==> config.mk <==
export PLATFORM = sky130hd
export DESIGN_NAME = rscan_timer
export DESIGN_NICKNAME = d
export VERILOG_FILES = /design/src/rtl/rscan_pkg.sv /design/src/rtl/rscan_phase_div.sv /design/src/rtl/rscan_raster_ctr.sv /design/src/rtl/rscan_fetch_ctr.sv /design/src/rtl/rscan_timer.sv
export SDC_FILE = /design/constraint.sdc
export NUM_CORES = 1
export LEC_CHECK = 0
export BUFFER_PORTS_ARGS = -buffer_cell sky130_fd_sc_hd__buf_4
export CAP_MARGIN = 5
export CORE_MARGIN = 1
export CORE_UTILIZATION = 50
export DETAILED_ROUTE_END_ITERATION = 7
export GPL_ROUTABILITY_DRIVEN = 0
export HOLD_SLACK_MARGIN = 0.12
export MAX_ROUTING_LAYER = met4
export PLACE_DENSITY = 0.84
export SETUP_SLACK_MARGIN = 0.2
export SLEW_MARGIN = 20
export SYNTH_ARGS = -nofsm -noshare
export SYNTH_HDL_FRONTEND = slang
export SYNTH_SLANG_ARGS = --single-unit
==> constraint.sdc <==
create_clock -name clk -period 3.55 [get_ports clk]
set_clock_uncertainty 0.2 [all_clocks]
set_input_delay 0.355 -clock clk [delete_from_list [all_inputs] [get_ports clk]]
set_output_delay 0.355 -clock clk [all_outputs]
set_load 0.02 [all_outputs]
==> src/rtl/rscan_pkg.sv <==
package rscan_pkg;

  // true when v lies in [first, first+count)
  function automatic bit in_span(int unsigned v, int unsigned first,
                                 int unsigned count);
    return (v >= first) && (v < first + count);
  endfunction

  // word offset of a fetch inside the frame buffer
  function automatic int unsigned word_offset(int unsigned line,
                                              int unsigned slot,
                                              int unsigned per_line);
    return line * per_line + slot;
  endfunction

endpackage

==> src/rtl/rscan_phase_div.sv <==
module rscan_phase_div #(
  parameter int unsigned PH_W = 4
) (
  input  logic clk,
  input  logic rst_n,
  output logic slot_first,
  output logic slot_last
);
  logic [PH_W-1:0] ph;
  logic [PH_W:0]   carry;

  assign carry[0] = 1'b1;

  // each stage halves the rate of the one below it: 8, 4, 2, 1 MHz
  for (genvar i = 0; i < PH_W; i++) begin : g_stage
    assign carry[i+1] = carry[i] & ph[i];
    always_ff @(posedge clk or negedge rst_n) begin
      if (!rst_n) ph[i] <= 1'b0;
      else        ph[i] <= ph[i] ^ carry[i];
    end
  end

  assign slot_first = ~|ph;
  assign slot_last  = carry[PH_W];
endmodule

==> src/rtl/rscan_raster_ctr.sv <==
module rscan_raster_ctr #(
  parameter int unsigned LINE_SLOTS  = 44,
  parameter int unsigned TOTAL_LINES = 370,
  localparam int unsigned SLOT_W = $clog2(LINE_SLOTS),
  localparam int unsigned LINE_W = $clog2(TOTAL_LINES)
) (
  input  logic              clk,
  input  logic              rst_n,
  input  logic              adv,
  output logic [SLOT_W-1:0] slot,
  output logic [LINE_W-1:0] line,
  output logic              slot_end,
  output logic              frame_end
);
  logic line_end;

  assign slot_end  = (slot == SLOT_W'(LINE_SLOTS - 1));
  assign line_end  = (line == LINE_W'(TOTAL_LINES - 1));
  assign frame_end = slot_end & line_end;

  always_ff @(posedge clk or negedge rst_n) begin
    if (!rst_n) begin
      slot <= '0;
      line <= '0;
    end else if (adv) begin
      if (slot_end) begin
        slot <= '0;
        line <= line_end ? '0 : line + 1'b1;
      end else begin
        slot <= slot + 1'b1;
      end
    end
  end
endmodule

==> src/rtl/rscan_fetch_ctr.sv <==
module rscan_fetch_ctr #(
  parameter int unsigned ACTIVE_SLOTS = 32,
  parameter int unsigned ACTIVE_LINES = 342,
  parameter int unsigned TOTAL_LINES  = 370,
  localparam int unsigned VCNT_W = $clog2(ACTIVE_SLOTS * ACTIVE_LINES + 1),
  localparam int unsigned SCNT_W = $clog2(TOTAL_LINES + 1)
) (
  input  logic              clk,
  input  logic              rst_n,
  input  logic              adv,
  input  logic              fetch_slot,
  input  logic              line_end,
  input  logic              frame_end,
  output logic [VCNT_W-1:0] vcnt,
  output logic [SCNT_W-1:0] scnt
);
  always_ff @(posedge clk or negedge rst_n) begin
    if (!rst_n) begin
      vcnt <= '0;
      scnt <= '0;
    end else if (adv) begin
      if (frame_end) begin
        vcnt <= '0;
        scnt <= '0;
      end else begin
        if (fetch_slot) vcnt <= vcnt + 1'b1;
        if (line_end)   scnt <= scnt + 1'b1;
      end
    end
  end
endmodule

==> src/rtl/rscan_timer.sv <==
module rscan_timer #(
  parameter int unsigned SLOT_CLKS    = 16,
  parameter int unsigned LINE_SLOTS   = 44,
  parameter int unsigned ACTIVE_SLOTS = 32,
  parameter int unsigned HS_FIRST     = 34,
  parameter int unsigned HS_SLOTS     = 6,
  parameter int unsigned ACTIVE_LINES = 342,
  parameter int unsigned TOTAL_LINES  = 370,
  parameter int unsigned VS_OFS       = 4,
  parameter int unsigned VS_LINES     = 3,
  parameter int unsigned ADDR_W       = 22,
  parameter int unsigned VID_BASE     = 32'h0003_A700,
  parameter int unsigned SND_BASE     = 32'h0003_FD00
) (
  input  logic              clk,
  input  logic              rst_n,
  output logic              hsync,
  output logic              vsync,
  output logic              hblank,
  output logic              vid_req,
  output logic [ADDR_W-1:0] vid_addr,
  output logic              snd_req,
  output logic [ADDR_W-1:0] snd_addr,
  output logic              pix_load
);
  import rscan_pkg::*;

  localparam int unsigned PH_W   = $clog2(SLOT_CLKS);
  localparam int unsigned SLOT_W = $clog2(LINE_SLOTS);
  localparam int unsigned LINE_W = $clog2(TOTAL_LINES);
  localparam int unsigned VCNT_W = $clog2(ACTIVE_SLOTS * ACTIVE_LINES + 1);
  localparam int unsigned SCNT_W = $clog2(TOTAL_LINES + 1);

  logic              slot_first, slot_last;
  logic [SLOT_W-1:0] slot;
  logic [LINE_W-1:0] line;
  logic              slot_end, frame_end;
  logic              line_active, slot_active, fetch_slot;
  logic [VCNT_W-1:0] vcnt;
  logic [SCNT_W-1:0] scnt;

  rscan_phase_div #(.PH_W(PH_W)) u_div (
    .clk        (clk),
    .rst_n      (rst_n),
    .slot_first (slot_first),
    .slot_last  (slot_last)
  );

  rscan_raster_ctr #(
    .LINE_SLOTS  (LINE_SLOTS),
    .TOTAL_LINES (TOTAL_LINES)
  ) u_raster (
    .clk       (clk),
    .rst_n     (rst_n),
    .adv       (slot_last),
    .slot      (slot),
    .line      (line),
    .slot_end  (slot_end),
    .frame_end (frame_end)
  );

  assign line_active = (int'(line) < int'(ACTIVE_LINES));
  assign slot_active = (int'(slot) < int'(ACTIVE_SLOTS));
  assign fetch_slot  = line_active & slot_active;

  rscan_fetch_ctr #(
    .ACTIVE_SLOTS (ACTIVE_SLOTS),
    .ACTIVE_LINES (ACTIVE_LINES),
    .TOTAL_LINES  (TOTAL_LINES)
  ) u_fetch (
    .clk        (clk),
    .rst_n      (rst_n),
    .adv        (slot_last),
    .fetch_slot (fetch_slot),
    .line_end   (slot_end),
    .frame_end  (frame_end),
    .vcnt       (vcnt),
    .scnt       (scnt)
  );

  // outputs are decoded from the counters and forced quiet in reset
  assign hblank   = rst_n & ~slot_active;
  assign hsync    = rst_n & in_span(int'(slot), HS_FIRST, HS_SLOTS);
  assign vsync    = rst_n & in_span(int'(line), ACTIVE_LINES + VS_OFS, VS_LINES);
  assign vid_req  = rst_n & fetch_slot & slot_first;
  assign pix_load = rst_n & fetch_slot & slot_last;
  assign snd_req  = rst_n & slot_end & slot_first;
  assign vid_addr = ADDR_W'(VID_BASE) + ADDR_W'(vcnt);
  assign snd_addr = ADDR_W'(SND_BASE) + ADDR_W'(scnt);
endmodule

* Yosys cells after proc, flatten, opt, wreduce, memory -nomap -nowiden
Cells that the tools add are included.
** Storage, ports and cells
- Bits in registers :: 42
- Input port bits :: 2
- Output and inout port bits :: 50
** Operators by class
- Add/sub/neg operators :: 6
- $lt $le $gt $ge :: 6
- Equality and inequality tests :: 2
- Muxes and demuxes :: 6
- Bitwise logic cells :: 18
- Reduce and logical (&&, ||, !) cells :: 9
** Operators with widths (count)
- 14-bit two-way mux :: 2
- 9-bit two-way mux :: 3
- 18-bit by 14-bit adder with 19-bit output (first input constant) :: 1
- 18-bit by 9-bit adder with 19-bit output (first input constant) :: 1
- 9-bit by 1-bit adder with 9-bit output (second input constant) :: 2
- 9-bit < comparator (second input constant) :: 2
- 14-bit by 1-bit adder with 14-bit output (second input constant) :: 1
- 1-bit bitwise AND :: 13
- 6-bit < comparator (second input constant) :: 2
- 9-bit equality test (second input constant) :: 1
- 9-bit >= comparator (second input constant) :: 1
- 6-bit by 1-bit adder with 6-bit output (second input constant) :: 1
- 6-bit equality test (second input constant) :: 1
- 6-bit >= comparator (second input constant) :: 1
- 6-bit two-way mux :: 1
- 2-bit AND reduction :: 3
- 2-bit nonzero test :: 2
- 4-bit OR reduction :: 1
- 1-bit XOR :: 3
- 1-bit logical AND :: 2
- 1-bit NOT :: 2
- 1-bit zero test :: 1

* Depth between registers and ports, before layout
Gate-level depths: netlist of run 1.
- Depth after elaboration :: 4
- Mapped depth :: 11
- Depth with buffers taken out :: 8

* Modules after synthesis
From an unflattened synthesis of run 1, not the netlist that was laid out.
** Unflattened totals
- Cell total of the unflattened synthesis :: 271
- Area, all modules :: 2621.3 um^2
** By module, submodules not included
- rscan_fetch_ctr :: instances 1, cells each 125, area an instance 1271.2 um^2
- rscan_raster_ctr :: instances 1, cells each 81, area an instance 819.5 um^2
- rscan_timer :: instances 1, cells each 56, area an instance 376.6 um^2
- rscan_phase_div :: instances 1, cells each 9, area an instance 153.9 um^2

* Least setup slack after synthesis of run 1
No wires, ideal clock.
- Path kind :: register -> register
- Start :: register u_div.ph[0] (netlist: u_div.carry[1])
- End :: register u_fetch.vcnt[7]
- Setup time :: 121 ps
- Arrival :: 2124 ps
- Data required time :: 3229 ps
- Slack :: 1105 ps
- Stages on the path, launching flop included :: 11
- Buffers on the path :: 2
- Cell sequence :: dfrtp_1 > ha_1 > ha_1 > ha_1 > clkbuf_1 > nand2b_1 > a21oi_1 > and2_1 > buf_6 > mux2_4 > a22o_1
** Between the ends
- Word-level cells in the longest chain between the ends :: 4
** Ends and longest elaborated chain
- from (decl) :: line rscan_phase_div.sv:9 : logic [PH_W-1:0] ph;
- from (signal, indexed assignment) :: line rscan_phase_div.sv:19 : else ph[i] <= ph[i] ^ carry[i];
- 1-bit bitwise AND (3 in a row) :: line rscan_phase_div.sv:16 : assign carry[i+1] = carry[i] & ph[i];
- net slot_last :: line rscan_timer.sv:34 : logic slot_first, slot_last;
- 2-bit AND reduction (no source line)
- to (signal assigned) :: line rscan_fetch_ctr.sv:26 : if (fetch_slot) vcnt <= vcnt + 1'b1;
- to (decl) :: line rscan_fetch_ctr.sv:14 : output logic [VCNT_W-1:0] vcnt,
The timed path passes the listed nets, and every way through them passes these cells.
A chain may end at the register's enable or synchronous reset.

* Final worst setup path of run 1
- Start :: register u_div.ph[1]
- End :: register u_fetch.vcnt[7]
Same word-level chain as after synthesis.

==> results of run 1 <==
## synth_stat cells, types with 2 or more instances
library cell  count
inv_1             8
nor2b_1           4
xnor2_1           6
mux2_2            3
or3_1             2
and4_1            2
a21o_1            3
and2_1            5
conb_1            2
buf_6             2
a22o_1            3
dfrtp_1          42
mux2i_1           7
o31ai_1           2
nand4bb_1         2
and3_1            7
nand3_1          14
nor3_1            4
o21ai_0           8
xor2_1           13
a21oi_1           5
ha_1             11
nand2_1          27
nand4_1          11
o211ai_1          3
clkbuf_1          5
buf_2             2
buf_4            27
nor2_1           22
nand3b_1          3
## stage by stage
step	utilization, %	hold WS (ns)
4_1_cts	58.2	0.256
5_1_grt	58.2	0.274
3_3_place_gp	56.3	0.183
2_1_floorplan	-	-0.141
3_5_place_dp	56.3	0.188
6_report	58.2	0.247
## how the worst min path moves through the flow
stage	endpoint	slack (ns)
floorplan	u_div.carry[1]$_DFF_PN0_	-0.14
global placement	u_fetch.vcnt[0]$_DFFE_PN0P_	0.18
detailed placement	u_raster.line[4]$_DFFE_PN0P_	0.19
CTS	u_div.carry[1]$_DFF_PN0_	0.26
global route	u_div.carry[1]$_DFF_PN0_	0.27
finish	u_div.carry[1]$_DFF_PN0_	0.25
## layout by cell type (no fill, tap or decap), drive strengths merged, types with 4 or more instances in the layout
master,netlist,routed
nor2b,4,4
and2,5,5
xnor2,6,6
mux2,5,5
and3,7,7
xor2,13,13
nor3,4,4
nand2,27,27
clkbuf,5,6
conb,2,19
nor2,22,22
o21ai,8,8
mux2i,7,7
a21oi,5,5
inv,8,8
nand4,11,11
dfrtp,42,42
nand3,14,14
ha,11,11
buf,31,34
## area by class of cell
cell class                      instances  area share, %
Clock buffer                            6           2.95
Inverter                                8           1.07
Multi-Input combinational cell        201           46.0
Sequential cell                        42           37.5
Tap cell                               67           2.99
Timing Repair Buffer                   35           9.46
## state kept, by name, indices dropped and copies added, names as in the netlist
register       count
u_fetch.scnt       9
u_raster.slot      6
u_div.carry        1
u_raster.line      9
u_fetch.vcnt      14
u_div.ph           3
## layer usage
| layer | GRT usage, % | vias up | wire, microns |
|---|---|---|---|
| met2 | 31.5 | 44 | 2430 |
| met5 | - | - | 0 |
| met1 | 25.0 | 974 | 2140 |
| met4 | 4.27 | 0 | 16 |
| met3 | 5.08 | 2 | 189 |
| li1 | - | 932 | - |
## logic make-up after synthesis
group / after synthesis / synth area share, %
AND/OR/NAND/NOR: 111 / 23.2
buffers and inverters: 44 / 11.1
flip-flops: 42 / 41.0
AO/OA/AOI/OAI: 29 / 7.47
XOR/XNOR: 19 / 6.50
multiplexers: 12 / 5.08
adder cells (fa/ha/maj): 11 / 5.37
other: 2 / 0.293
## power breakdown
group,switching (uW),internal (uW)
Combinational,27.3,1.61
Clock,153,150
Sequential,0,478
## critical path: stages, from the launching register on
cell,delay [ns]
dfrtp_1,0.35
ha_1,0.14
ha_1,0.14
ha_1,0.31
nand2b_1,0.10
a21oi_1,0.39
and2_1,0.58
mux2_4,0.35
a22o_1,0.23
==> results_dict.tcl, run 1 <==
set metrics [dict create \
    ir_drop_v 0.000214 \
    stdcell_area_sq_um 2800 \
    power_uw 810 \
    crit_path_end "u_fetch.vcnt[7]$_DFFE_PN0P_" \
    synth-edff-count 0 \
    setup.worst_path.start_class "flop" \
    port_buffers 32 \
    leakage_uw 0.00137 \
    cts_resized 0 \
    h-tree-depth 2 \
    place_area_sq_um 2710 \
    min_path_type "reg -> reg" \
    fillers 425 \
    dieArea_sq_um 5410 \
    yosys.area.top_type "dfrtp_1" \
    cts_buffer_depth 2 \
    fp.dieH_microns 73.6 \
    gr-total-overflow 0 \
    multi_input_area_sq_um 1290 \
    hp-start "u_div.carry[1]$_DFF_PN0_" \
    drt-pass1-iter-count 4 \
    die_w_microns 73.6 \
    hold_viol 0 \
    ys_types 45 \
    powerDensity_nw_per_um2 289 \
    min_path_cells 1 \
    area_delta_synth_final_pct 9.43 \
    startpoint "u_div.ph[1]$_DFF_PN0_" \
    clock_latency_ns 0.29 \
    seq_area_sq_um 1050 \
    ys_warn_count 0 \
    fin_crit_sh_pct 81.9 \
    reg2reg_slack_ns 0.64 \
    fin_ws_ns 0.643 \
    place_ws_ns 0.667 \
    clockRootBuffer "clkbuf_8" \
    cts_sinks 42 \
    r2r_end "u_fetch.vcnt[7]$_DFFE_PN0P_" \
    n_antenna_cell 0 \
    worstReg2RegStart "u_div.ph[1]$_DFF_PN0_" \
    ys_seq_elements 42 \
    worst_setup_path_end_kind "flop" \
    first_global_vias 1729 \
    drive_gt1_share_pct 15.8 \
    reg2reg_depth 8 \
    drt-total-wl_mm 4.77 \
    vias_per_cell 5.44 \
    cts_buffers 5 \
    cts_tree "built" \
    hold_buffers 1 \
    synth_flop_cell "dfrtp_1" \
    drc 0 \
    finalSetupTns_ns 0 \
    wl_per_cell_microns 13.3 \
    place_hpwl_mm 3.50 \
    postCtsSetupBuffers 0 \
    slew_violations 0 \
    antenna_found_initial 0 \
    coreArea_sq_um 4820 \
    synthCells 270 \
    synth_top_area_share_pct 41.0 \
    slew_headroom_pct 58.4 \
    layoutNonFillerInstCount 359 \
    cts.clk_slew.worst_paths_ns 0.07 \
    ios 52 \
    netlist_area_sq_um 2560 \
    max-cap-violations 0 \
    post-place-cells 352 \
    ys_async_sr_fraction_pct 100 \
    antenna_left 0 \
    max_freq_mhz 344 \
    fin_crit_ns 2.91 \
    critPathMaxFanout 15 \
    path_class "reg -> reg" \
    start_util_pct 53.2 \
    worst_slew_pin_slew_ns 0.621 \
    drt_iter0_drc 166 \
    grt_usage_pct 19.6 \
    required_ns 3.53 \
    vias 1952 \
    syn_avg_cell_area_sq_um 9.49 \
    yosysSeqAreaShare_pct 41.0 \
    setup_violations 0 \
    grt_max_degree 48 \
    rsz0062_at_grt "no" \
    num_rows 25 \
    ys_top_cells_by_area "dfrtp_1 (41%), buf_4 (7.9%), ha_1 (5.4%), xor2_1 (4.4%), nand2_1 (4.0%)" \
    nNetsFinal 306 \
    grt_pass1_wl_mm 7.91 \
    critPathArrivalTime_ns 2.89 \
    status "complete, no violations" \
]
(Power assumes the default switching activity.)
==> inputs of run 2 (changes only) <==
--- a/config.mk
+++ b/config.mk
@@ -13,7 +13,7 @@
 export GPL_ROUTABILITY_DRIVEN = 0
 export HOLD_SLACK_MARGIN = 0.12
 export MAX_ROUTING_LAYER = met4
-export PLACE_DENSITY = 0.84
+export PLACE_DENSITY = 0.87
 export SETUP_SLACK_MARGIN = 0.2
 export SLEW_MARGIN = 20
 export SYNTH_ARGS = -nofsm -noshare
==> constraint.sdc (replaced) <==
create_clock -name clk -period 2.6 [get_ports clk]
set_clock_uncertainty 0.2 [all_clocks]
set_input_delay 0.26 -clock clk [delete_from_list [all_inputs] [get_ports clk]]
set_output_delay 0.26 -clock clk [all_outputs]
set_load 0.02 [all_outputs]
==> run 2 against run 1 <==
Net effect:
- wire length rose by 4.6%
- utilization grew 2.2 points
- die area unchanged
- sequential power grew 36%
- critical path type is now reg -> out
- non-clock buffer count is 5 higher
- global-route usage rose by 1.2 points
- final cell count grew 1.9%
- first-iteration DRC count shrank 46%
==> results_dict.tcl, run 2 (same netlist as run 1, synthesis figures left out) <==
set metrics [dict create \
    status "complete, no violations" \
    vias 1953 \
    grt_usage_pct 20.9 \
    clock_latency_ns 0.30 \
    drt-pass1-iter-count 4 \
    clockRootBuffer "clkbuf_8" \
    rsz0062_at_grt "yes" \
    required_ns 2.14 \
    worstPathCellList "nand2b_4, or4_4, and3_1, buf_4" \
    drt-total-wl_mm 4.99 \
    largest_register "u_fetch.vcnt" \
    ir_drop_v 0.000320 \
    max_freq_mhz 437 \
    critPathArrivalTime_ns 1.83 \
    power_uw 1200 \
    leakage_uw 0.00143 \
    drive_gt1_share_pct 19.4 \
    p_int_uw 943 \
    max-cap-violations 0 \
    gr-total-overflow 0 \
    h-tree-depth 2 \
    wl_per_cell_microns 13.6 \
    setup_violations 0 \
    cts_buffer_depth 2 \
    fin_ws_ns 0.310 \
    coreArea_sq_um 4820 \
    start_util_pct 53.2 \
    hold_ws_ns 0.203 \
    drt_iter0_drc 90 \
    vias_per_cell 5.34 \
    min_path_type "in -> async" \
    grt_max_degree 28 \
    fin_crit_sh_pct 88.1 \
    cts.clk_slew.worst_paths_ns 0.08 \
    path_class "reg -> out" \
    cts_tree "built" \
    die_w_microns 73.6 \
    place_ws_ns 0.181 \
    cts_sinks 42 \
    critPathMaxFanout 8 \
    power_frac_comb_pct 3.5 \
    largest_reg_flops 14 \
    p_clk_share_pct 42.4 \
    num_rows 25 \
    fin_crit_ns 2.29 \
    n_antenna_cell 0 \
    first_global_vias 1845 \
    dieArea_sq_um 5410 \
    port_buffers 32 \
    final_util_pct 60.3 \
    cpMaxStageDelayCell "or4_4" \
    nNetsFinal 311 \
    fillers 401 \
    antenna_found_initial 0 \
    worst_setup_path_end_kind "primary output" \
    grt_pass1_wl_mm 8.29 \
    area_delta_synth_final_pct 13.5 \
    ios 52 \
    p_sw_uw 262 \
    critPathMaxStageDelay_ns 0.57 \
    netSwitchingFraction_pct 21.8 \
    fp.dieH_microns 73.6 \
    powerDensity_nw_per_um2 415 \
    cts_buffers 5 \
    setup.worst_path.start_class "flop" \
    drc 0 \
    reg_top3 "u_fetch.vcnt x14, u_fetch.scnt x9, u_raster.line x9" \
    antenna_left 0 \
    reg2reg_depth 6 \
    layout_common_cells "dfrtp_1 (42), buf_4 (38), nand2_1 (26), nor2_1 (21), conb_1 (19)" \
    slew_violations 0 \
    finalSetupTns_ns 0 \
    power.sequential.fraction_pct 54.2 \
    place_hpwl_mm 3.68 \
    layout_commonest_cell "dfrtp_1" \
    hold_viol 0 \
]
-- run 2: cell types whose count changed in the layout (fill, tap and decap cells not counted), sizes merged --
cell and change:
buf +5, bufinv +1, clkinvlp +1
-- run 2: path summary, 6_finish.rpt --
path	slack, ns	to	start
max	0.31	pix_load	u_raster.line[8]$_DFFE_PN0P_
min	0.20	u_fetch.vcnt[4]$_DFFE_PN0P_	rst_n
max reg2reg	0.34	u_fetch.vcnt[5]$_DFFE_PN0P_	u_raster.line[8]$_DFFE_PN0P_
min reg2reg	0.26	u_div.carry[1]$_DFF_PN0_	u_div.carry[1]$_DFF_PN0_
max in group asynchronous	1.51	u_fetch.vcnt[10]$_DFFE_PN0P_	rst_n
min in group clk	0.26	u_div.carry[1]$_DFF_PN0_	u_div.carry[1]$_DFF_PN0_
-- run 2: worst max-delay path, delay by kind of cell (launching register included) --
family / cells / cell delay, ns
DFF: 1 / 0.50
and+or+nand+nor: 3 / 0.88
buffers and inverters: 1 / 0.16
-- run 2: power by group through the flow --
stage          clock network (uW)  registers, uW  logic, uW
2_1_floorplan                   0            666       45.9
3_3_place_gp                    0            666       40.2
3_5_place_dp                    0            666       40.5
4_1_cts                       524            652       41.7
5_1_grt                       551            653       47.4
6_report                      511            652       41.7
-- run 2: layout make-up --
| cell class | count | area [sq um] | area share, % |
|---|---|---|---|
| clock inverters | 2 | 37.5 | 1.29 |
| multi-input cells | 201 | 1330 | 45.6 |
| well taps | 67 | 83.8 | 2.88 |
| flip-flops and latches | 42 | 1050 | 36.2 |
| clock buffers | 6 | 72.6 | 2.50 |
| repair buffers | 40 | 307 | 10.5 |
| inverters | 8 | 30.0 | 1.03 |
-- run 2: timing repair --
item	in CTS	in global routing
hold buffers	1	0
resized for setup	1	8
buffers inserted	0	1
endpoints found under the setup margin	2	22
pin swaps	0	1
hold endpoints to repair	42	0
-- run 2: stage by stage --
stage,std cells,area [sq um]
floorplan,287,2630
global placement,356,2740
detailed placement,356,2740
CTS,365,2870
global route,366,2910
finish,366,2910
-- run 2: layer usage --
layer | part of all wire [%] | up-vias | global-route usage (%)
met5 | 0 | - | -
met4 | 1.4 | 0 | 8.55
met3 | 4.2 | 8 | 4.80
met2 | 50 | 52 | 33.0
met1 | 45 | 949 | 25.7
li1 | - | 944 | -
==> inputs of run 3 (changes only) <==
--- a/config.mk
+++ b/config.mk
@@ -7,8 +7,10 @@
 export LEC_CHECK = 0
 export BUFFER_PORTS_ARGS = -buffer_cell sky130_fd_sc_hd__buf_4
 export CAP_MARGIN = 5
+export CELL_PAD_IN_SITES_DETAIL_PLACEMENT = 2
+export CELL_PAD_IN_SITES_GLOBAL_PLACEMENT = 2
 export CORE_MARGIN = 1
-export CORE_UTILIZATION = 50
+export CORE_UTILIZATION = 31
 export DETAILED_ROUTE_END_ITERATION = 7
 export GPL_ROUTABILITY_DRIVEN = 0
 export HOLD_SLACK_MARGIN = 0.12
@@ -18,4 +20,5 @@
 export SLEW_MARGIN = 20
 export SYNTH_ARGS = -nofsm -noshare
 export SYNTH_HDL_FRONTEND = slang
+export SYNTH_HIERARCHICAL = 1
 export SYNTH_SLANG_ARGS = --single-unit
==> run 3 against run 2 <==
Net effect:
- die area is 63% higher
- sequential power is essentially flat
- worst hold slack better by 0.0076 ns
- synthesized cell count increased by 0.37%
- first-iteration DRC count shrank 30%
- register-to-register slack got worse by 0.07 ns
- count of clock-buffer cells in the layout is the same
- critical endpoint is now u_fetch/vcnt[7]$_DFFE_PN0P_
- via count up 8.1%
- wire length rose by 43%
- design area up 8.3%
- critical path depth is 5 higher
==> results_dict.tcl, run 3 <==
set metrics [dict create \
    status "complete, no violations" \
    syn_avg_cell_area_sq_um 9.67 \
    fp.dieH_microns 94.0 \
    cts_buffer_depth 2 \
    min_path_type "in -> async" \
    layout_commonest_cell "buf_4" \
    critPathArrivalTime_ns 2.32 \
    wl_met3_microns 161 \
    place_hpwl_mm 5.16 \
    synth_flop_cell "dfrtp_1" \
    cts_tree "built" \
    ys_top_cells_by_area "dfrtp_1 (40%), buf_4 (6.6%), ha_1 (4.3%), xnor2_1 (3.3%), xor2_1 (3.3%)" \
    cts_buffers 5 \
    stdcell_area_sq_um 3150 \
    n_antenna_cell 0 \
    dieArea_sq_um 8830 \
    antenna_found_initial 0 \
    drc 0 \
    finalSetupTns_ns 0 \
    vias_per_cell 4.99 \
    start_util_pct 31.9 \
    gr-total-overflow 0 \
    r2r_end "u_fetch/vcnt[7]$_DFFE_PN0P_" \
    worst_setup_path_end_kind "flop" \
    layout_common_cells "buf_4 (48), dfrtp_1 (41), nand2_1 (22), nor2_1 (22), conb_1 (19)" \
    drt_iter0_drc 63 \
    critPathMaxFanout 8 \
    reg2reg_depth 9 \
    powerDensity_nw_per_um2 359 \
    leakage_uw 0.00141 \
    required_ns 2.59 \
    ys_warn_count 6 \
    yosysSeqAreaShare_pct 40.1 \
    drt-total-wl_mm 7.15 \
    ys_seq_elements 42 \
    netlist_area_sq_um 2620 \
    reg2reg_slack_ns 0.27 \
    ys_async_sr_fraction_pct 100 \
    rsz0062_at_grt "yes" \
    power_frac_comb_pct 3.8 \
    path_class "reg -> reg" \
    netSwitchingFraction_pct 23.9 \
    hold_viol 0 \
    ir_drop_v 0.000144 \
    critPathMaxStageDelay_ns 0.47 \
    p_int_uw 861 \
    cts_sinks 42 \
    fin_crit_ns 2.33 \
    first_global_vias 2299 \
    synthCells 271 \
    power.sequential.fraction_pct 57.7 \
    nNetsFinal 330 \
    grt_max_degree 28 \
    power_uw 1130 \
    fin_crit_sh_pct 89.5 \
    vias 2112 \
    largest_register "u_fetch/vcnt" \
    slew_violations 0 \
    cpMaxStageDelayCell "dfrtp_1" \
    cts.clk_slew.worst_paths_ns 0.08 \
    worstReg2RegStart "u_raster/line[5]$_DFFE_PN0P_" \
    ys_types 53 \
    routed-wl-met2_mm 3.93 \
    p_clk_share_pct 38.5 \
    wl_per_cell_microns 16.9 \
    antenna_left 0 \
    synth_common_cells "dfrtp_1 (42), buf_4 (23), nand2_1 (23), nor2_1 (23), inv_1 (18)" \
    highest-signal-layer "met4" \
    max_freq_mhz 430 \
    setup_violations 0 \
    place_area_sq_um 2990 \
    largest_reg_flops 14 \
    area_delta_synth_final_pct 20.0 \
    coreArea_sq_um 8220 \
    clockRootBuffer "clkbuf_8" \
    port_buffers 32 \
    grt_pass1_wl_mm 11.3 \
    p_sw_uw 270 \
    drt-pass1-iter-count 4 \
    max-cap-violations 0 \
    wl_met1_mm 2.99 \
    setup.worst_path.start_class "flop" \
    worstPathCellList "nor2_1, nor4b_4, nor3_2, buf_4, o2111ai_4, buf_4, nor3_2, xnor2_1, nor2_1" \
    die_w_microns 94.0 \
    h-tree-depth 2 \
    yosysMostFrequentCell "dfrtp_1" \
    clock_latency_ns 0.30 \
    grt_usage_pct 17.0 \
    synth_top_area_share_pct 40.1 \
    ios 52 \
    drive_gt1_share_pct 28.0 \
    synth-edff-count 0 \
    yosys.area.top_type "dfrtp_1" \
    reg_top3 "u_fetch/vcnt x14, u_fetch/scnt x9, u_raster/line x9" \
    num_rows 33 \
]
## run 3: changes by cell type after synthesis, moves of 4 or more
cell / delta
buf_4: -4
xnor2_1: +4
a21oi_1: +5
nand2_1: -4
inv_1: +10
mux2i_1: -5
nor3_2: +6
## run 3: metrics by stage
step                      hold slack (ns)  instances  util, %  setup slack, ns
after floorplan                    -0.236        288        -            0.240
after global placement            -0.0101        413     36.4            0.258
after detailed placement         -0.00148        413     36.4            0.160
after CTS                           0.217        420     37.5            0.209
after global routing                0.244        423     38.3            0.120
final                               0.210        423     38.3            0.274
## run 3: repair_timing
item | 4_1_cts | 5_1_grt
resized for setup | 1 | 9
setup buffers | 0 | 3
endpoints found under the setup margin | 11 | 15
hold buffers | 1 | 0
hold endpoints to repair | 42 | 0
pin swaps | 0 | 2
## run 3: how the worst max path moves through the flow
| stage | start | to | slack, ns | cells past startpoint |
|---|---|---|---|---|
| after detailed placement | u_raster/slot[4]$_DFFE_PN0P_ | u_fetch/scnt[7]$_DFFE_PN0P_ | 0.16 | 8 |
| after CTS | u_raster/slot[4]$_DFFE_PN0P_ | snd_req | 0.21 | 5 |
| after global placement | u_raster/slot[4]$_DFFE_PN0P_ | u_fetch/scnt[5]$_DFFE_PN0P_ | 0.26 | 8 |
| after floorplan | u_raster/line[2]$_DFFE_PN0P_ | u_fetch/vcnt[13]$_DFFE_PN0P_ | 0.24 | 7 |
| after global routing | u_raster/line[5]$_DFFE_PN0P_ | u_fetch/vcnt[10]$_DFFE_PN0P_ | 0.12 | 9 |
| final | u_raster/line[5]$_DFFE_PN0P_ | u_fetch/vcnt[7]$_DFFE_PN0P_ | 0.27 | 9 |
## run 3: kinds of logic after synthesis
| family | count (synthesis) | share of synthesized area (%) |
|---|---|---|
| adders and majority gates | 9 | 4.30 |
| DFF | 42 | 40.1 |
| xor gates and xnor gates | 20 | 6.68 |
| buffers and inverters | 44 | 9.64 |
| and+or+nand+nor | 108 | 25.6 |
| other | 2 | 0.287 |
| muxes | 6 | 2.63 |
| AOI/OAI and AO/OA | 40 | 10.7 |
## run 3: per-layer routing
metal | global-route usage [%] | vias up
li1 | - | 994
met3 | 2.99 | 7
met1 | 19.5 | 1081
met4 | 4.49 | 0
met2 | 30.5 | 30
met5 | - | -
## run 3: final cells by class
cell class                 count  area [sq um]
fill                         933          5070
multi-input combinational    202          1420
sequential                    42          1050
timing repair buffer          50           390
tap                          105           131
clock buffer                   6          82.6
inverter                      18          67.6
## run 3: power groups by stage
stage	Sequential (uW)	Clock (uW)	Combinational (uW)
5_1_grt	653	471	47.7
3_3_place_gp	666	0	40.8
6_report	652	435	42.6
3_5_place_dp	666	0	41.5
2_1_floorplan	666	0	45.7
4_1_cts	652	447	42.8
## run 3: critical path: cells and delay by family (launching register included)
| kind | cells | cell delay [ns] |
|---|---|---|
| xor gates and xnor gates | 1 | 0.16 |
| DFF | 1 | 0.47 |
| and+or+nand+nor | 5 | 0.80 |
| buffers and inverters | 2 | 0.40 |
| AOI/OAI and AO/OA | 1 | 0.19 |
